File: config.mk
export PLATFORM = sky130hd
export DESIGN_NAME = lmsel_top
export DESIGN_NICKNAME = d
export VERILOG_FILES = /design/src/rtl/lmsel_pkg.sv /design/src/rtl/lmsel_qual.sv /design/src/rtl/lmsel_pick.sv /design/src/rtl/lmsel_top.sv
export SDC_FILE = /design/constraint.sdc
export NUM_CORES = 1
export LEC_CHECK = 0
export CELL_PAD_IN_SITES_DETAIL_PLACEMENT = 0
export CELL_PAD_IN_SITES_GLOBAL_PLACEMENT = 1
export CORE_UTILIZATION = 40
export DETAILED_ROUTE_END_ITERATION = 12
export PLACE_DENSITY = 0.91
export RECOVER_POWER = 50
export SLEW_MARGIN = 40
export SYNTH_ARGS = -nofsm -noshare
export SYNTH_HDL_FRONTEND = slang
export SYNTH_SLANG_ARGS = --single-unit
File: constraint.sdc
create_clock -name clk -period 2.4 [get_ports clk]
set_input_delay 0.48 -clock clk [delete_from_list [all_inputs] [get_ports clk]]
set_output_delay 0.48 -clock clk [all_outputs]
set_load 0.02 [all_outputs]
File: src/rtl/lmsel_pkg.sv
package lmsel_pkg;
    parameter int LANES   = 16;
    parameter int LEN_W   = 5;
    parameter int OFS_W   = 16;
    parameter int MIN_LEN = 4;
    parameter int POS_W   = $clog2(LANES);
    parameter int STAGES  = $clog2(LANES);

    typedef struct packed {
        logic             hit;
        logic [LEN_W-1:0] len;
        logic [OFS_W-1:0] ofs;
        logic [POS_W-1:0] pos;
    } cand_t;
endpackage

File: src/rtl/lmsel_qual.sv
module lmsel_qual
    import lmsel_pkg::*;
#(
    parameter int LANE_ID = 0
) (
    input  logic             set_vld,
    input  logic             hit,
    input  logic             work,
    input  logic [LEN_W-1:0] len,
    input  logic [OFS_W-1:0] ofs,
    output cand_t            cand
);
    logic elig;

    always_comb begin
        elig = set_vld && hit && work && (len >= LEN_W'(MIN_LEN));
        cand = '0;
        if (elig) begin
            cand.hit = 1'b1;
            cand.len = len;
            cand.ofs = ofs;
            cand.pos = POS_W'(LANE_ID);
        end
    end
endmodule

File: src/rtl/lmsel_pick.sv
module lmsel_pick
    import lmsel_pkg::*;
(
    input  cand_t lo,
    input  cand_t hi,
    output cand_t win
);
    // lo holds the lower lane indices; it keeps the win on equal length
    always_comb begin
        if (hi.hit && (!lo.hit || (hi.len > lo.len))) begin
            win = hi;
        end else begin
            win = lo;
        end
    end
endmodule

File: src/rtl/lmsel_top.sv
module lmsel_top
    import lmsel_pkg::*;
(
    input  logic                   clk,
    input  logic                   rst_n,
    input  logic                   in_valid,
    input  logic [LANES-1:0]       lane_hit,
    input  logic [LANES-1:0]       lane_work,
    input  logic [LANES*LEN_W-1:0] lane_len,
    input  logic [LANES*OFS_W-1:0] lane_ofs,
    output logic                   out_valid,
    output logic                   out_match,
    output logic [LEN_W-1:0]       out_len,
    output logic [OFS_W-1:0]       out_ofs,
    output logic [POS_W-1:0]       out_pos
);
    // Heap-ordered tree: node i has children 2i and 2i+1.
    // Indices LANES..2*LANES-1 are the qualified lanes (leaf).
    cand_t [LANES-1:0] leaf;
    cand_t [LANES-1:1] nxt;
    cand_t [LANES-1:1] node_q;
    logic  [STAGES-1:0] vld_q;

    genvar k;
    generate
        for (k = 0; k < LANES; k++) begin : g_lane
            lmsel_qual #(.LANE_ID(k)) u_qual (
                .set_vld (in_valid),
                .hit     (lane_hit[k]),
                .work    (lane_work[k]),
                .len     (lane_len[k*LEN_W +: LEN_W]),
                .ofs     (lane_ofs[k*OFS_W +: OFS_W]),
                .cand    (leaf[k])
            );
        end

        for (k = 1; k < LANES; k++) begin : g_node
            if (2*k >= LANES) begin : g_from_leaf
                lmsel_pick u_pick (
                    .lo  (leaf[2*k - LANES]),
                    .hi  (leaf[2*k + 1 - LANES]),
                    .win (nxt[k])
                );
            end else begin : g_from_node
                lmsel_pick u_pick (
                    .lo  (node_q[2*k]),
                    .hi  (node_q[2*k + 1]),
                    .win (nxt[k])
                );
            end
        end
    endgenerate

    always_ff @(posedge clk or negedge rst_n) begin
        if (!rst_n) begin
            node_q <= '0;
            vld_q  <= '0;
        end else begin
            node_q <= nxt;
            vld_q  <= {vld_q[STAGES-2:0], in_valid};
        end
    end

    always_comb begin
        out_valid = vld_q[STAGES-1];
        out_match = node_q[1].hit;
        out_len   = node_q[1].len;
        out_ofs   = node_q[1].ofs;
        out_pos   = node_q[1].pos;
    end
endmodule

==> summary.md <==
| Metric | Value |
|---|---|
| Most area-hungry cell type in the Yosys netlist | dfrtp_1 |
| Initial DRC count | 478 |
| Vias in the first global route | 13180 |
| Top_reg_cell synth | dfrtp_1 |
| Unrepaired setup endpoints after global routing | true |
| DR vias/cell | 4.769 |
| Crit-path max FO | 6 |
| Peak VDD IR | 0.3914 mV |
| DR pass1 iterations | 5 |
| Area contributors post-synth | dfrtp_1, mux2_2, mux2i_1, ha_1, inv_1 |
| CTS buffer count | 39 |
| Vias | 12150 |
| # nets final | 2434 |
| Core ar. | 0.04120 mm^2 |
| Status | complete, but fails checks |
| Worst Reg-to-Reg Cells | 6 |
| Synth async-reset ratio | 1.000 |
| Max cap viols | 1 |
| Worst flop-to-flop path endpoint | node_q[88] |
| Reg-to-Reg Start | node_q[232] |
| DRC | 0 |
| Mapped Avg Cell Area | 11.81 um^2 |
| Final setup viols | 0 |
| Hold depth | 0 |
| First-pass GRT wire length | 69350 um |
| Die X | 207.1 um |
| Die H | 207.1 um |
| Worst Hold Class | reg -> reg |
| Row Count | 74 |
| Starting Density | 0.4086 |
| Startpoint types | input port |
| Multi-input gate area | 0.006938 mm^2 |
| Register bit count reported by yosys | 360 |
| Crit. End Element | flop |
| Hold Startpoint | vld_q[1] |
| Relative slew margins | -0.02037 |
| I/O pins | 398 |
| Setup TNS | 0 ps |
| CTS tree | built |
| Sequential fraction of the synthesis area | 0.5352 |
| Yosys Warn Count | 0 |
| Global route total overflow | 0 |
| Slew Viols, Final | 56 |
| Skew-Pair Late Insertion Delay | 540 ps |
| Area delta synth->final | 45.14% |
| Clk slew on worst S/H paths | 60 ps |
| PwrDens | 625.4 mW/mm^2 |
| FMAX | 421.2 MHz |
| Fill cell count | 3309 |
| Failing checks | max-capacitance violations, max-slew violations |
| Worst EP arrival | 2770 ps |
| Final clock skew | 32.76 ps |
| Initial antenna violation count | 5 |
| Hold Path End | vld_q[2] |
| EDFF count, synth | 0 |
| H-tree levels | 2 |
| Seq. cell area | 0.009009 mm^2 |
| I/O Buffers | 397 |
| # diodes | 0 |
| WS Path Type | in -> reg |
| Static leakage | 0.01278 uW |
| Critical path required time | 2790 ps |
| Routed Antenna Nets | 0 |
| Root Buffer Master | clkbuf_16 |
| Layout cells sized above 1 | 0.2437 |
| Post-Syn Area | 0.01683 mm^2 |
| Utilization after layout | 0.5930 |
| Fraction of post-synthesis cell area in the top cell type by area | 0.5352 |
| Die Area | 0.04291 mm^2 |
| Wirelength per Cell | 17.58 um |
| Fin. Hold Viols | 0 |
| Least-Margin Pin Slew | 1531 ps |
| Drt total wl | 44770 um |
| HPWL after DPL | 33520 um |
| Routability cong. | 0.8407 |
| Syn nets | 1871 |
| Pin count of the biggest net entering global routing | 71 |
| CTS sink count | 360 |
| Reg2reg setup slack | 360 ps |
| Post-synth top cells | dfrtp_1, inv_1, nand2_1 |
| Longest Clk Path Bufs | 3 |
| Power Total | 15280 uW |
| Top-count cell post-synth | dfrtp_1 |
| Global Route Usage Sum | 0.2061 |
| Period utilisation layout | 0.9892 |
| Final min period | 2374 ps |
| Synth unique cells | 37 |
| Synth Instances | 1425 |
==> registers in the layout (all words and copies together) (netlist names) <==
signal,flops
node_q,330
out_len,5
out_match,1
out_ofs,16
out_pos,4
vld_q,4
==> stage by stage <==
stage          hold WS [ps]  cell area (um^2)  setup WS [ps]  cells
5_1_grt               360.4             24430         -35.24   2547
2_1_floorplan         184.4             17050          7.374   1425
3_3_place_gp          335.6             22580         -702.7   2459
4_1_cts               348.6             24010          8.436   2535
6_report              348.1             24430          25.88   2547
3_5_place_dp          335.5             22580         -764.4   2459
==> critical path: stages <==
cell	delay (ps)
clkdlybuf4s50_1	470
and3_4	200
o31a_1	200
nand2_2	100
ha_4	280
nor2b_1	130
o21ai_1	70
a32oi_2	240
o21ai_4	110
buf_6	150
buf_12	140
mux2i_4	180
==> power breakdown <==
group	switching, uW	internal, uW
registers	188	6490
clock network	2340	3480
logic	1200	1580
total	3730	11600
==> worst max path at each step <==
| stage | slack (ps) | start | depth (start not counted) | endpoint |
|---|---|---|---|---|
| after floorplan | 7 | in_valid | 12 | node_q[187] |
| after global placement | -700 | in_valid | 12 | node_q[217] |
| after detailed placement | -760 | in_valid | 12 | node_q[265] |
| after CTS | 8 | lane_len[78] | 11 | node_q[375] |
| after global routing | -40 | lane_hit[15] | 13 | node_q[372] |
| final | 30 | lane_hit[6] | 12 | node_q[272] |
==> layout make-up <==
cell class	instances	area share
Timing Repair Buffer	569	0.2337
Multi-Input combinational cell	794	0.2840
Clock inverter	9	0.003994
Clock buffer	59	0.04793
Tap cell	532	0.02724
Inverter	224	0.03441
Sequential cell	360	0.3687
==> timing repair <==
action	4_1_cts	5_1_grt
endpoints found under the setup margin	164	102
resized for setup	15	47
endpoints found under the hold margin	52	0
pin swaps	2	23
gates cloned	3	6
setup buffers	4	6
hold buffers	1	0
==> metal layers <==
| metal | share of wire | global-route usage | up-vias |
|---|---|---|---|
| met5 | 0 | 0 | - |
| li1 | - | - | 5825 |
| met2 | 0.50 | 0.3603 | 323 |
| met1 | 0.43 | 0.2662 | 5943 |
| met4 | 0.016 | 0.04812 | 0 |
| met3 | 0.050 | 0.03502 | 56 |
==> cells in the final DEF (no fill, tap or decap), types with 10 or more instances in the layout <==
cell / Yosys / routed
mux2_2: 142 / 137
clkbuf_16: 0 / 45
o2bb2ai_1: 10 / 10
ha_1: 75 / 68
mux2_4: 17 / 22
inv_1: 223 / 223
mux2i_1: 138 / 123
o21ai_0: 16 / 11
buf_12: 3 / 21
and3_1: 16 / 10
or2_2: 11 / 11
and3_4: 0 / 11
a21oi_1: 15 / 11
and2_1: 30 / 26
dfrtp_1: 360 / 360
nand2_1: 206 / 200
clkbuf_8: 0 / 12
clkdlybuf4s50_1: 0 / 392
buf_4: 9 / 134
nor2_1: 12 / 12
nand4_1: 10 / 10
==> cells by family after synthesis <==
group / share of synthesized area
buffers and inverters: 0.07834
multiplexers: 0.1922
AND/OR/NAND/NOR: 0.08667
adder cells (fa/ha/maj): 0.05575
AO/OA/AOI/OAI: 0.05188
flip-flops: 0.5352
Power figures use the tool's default switching activity.
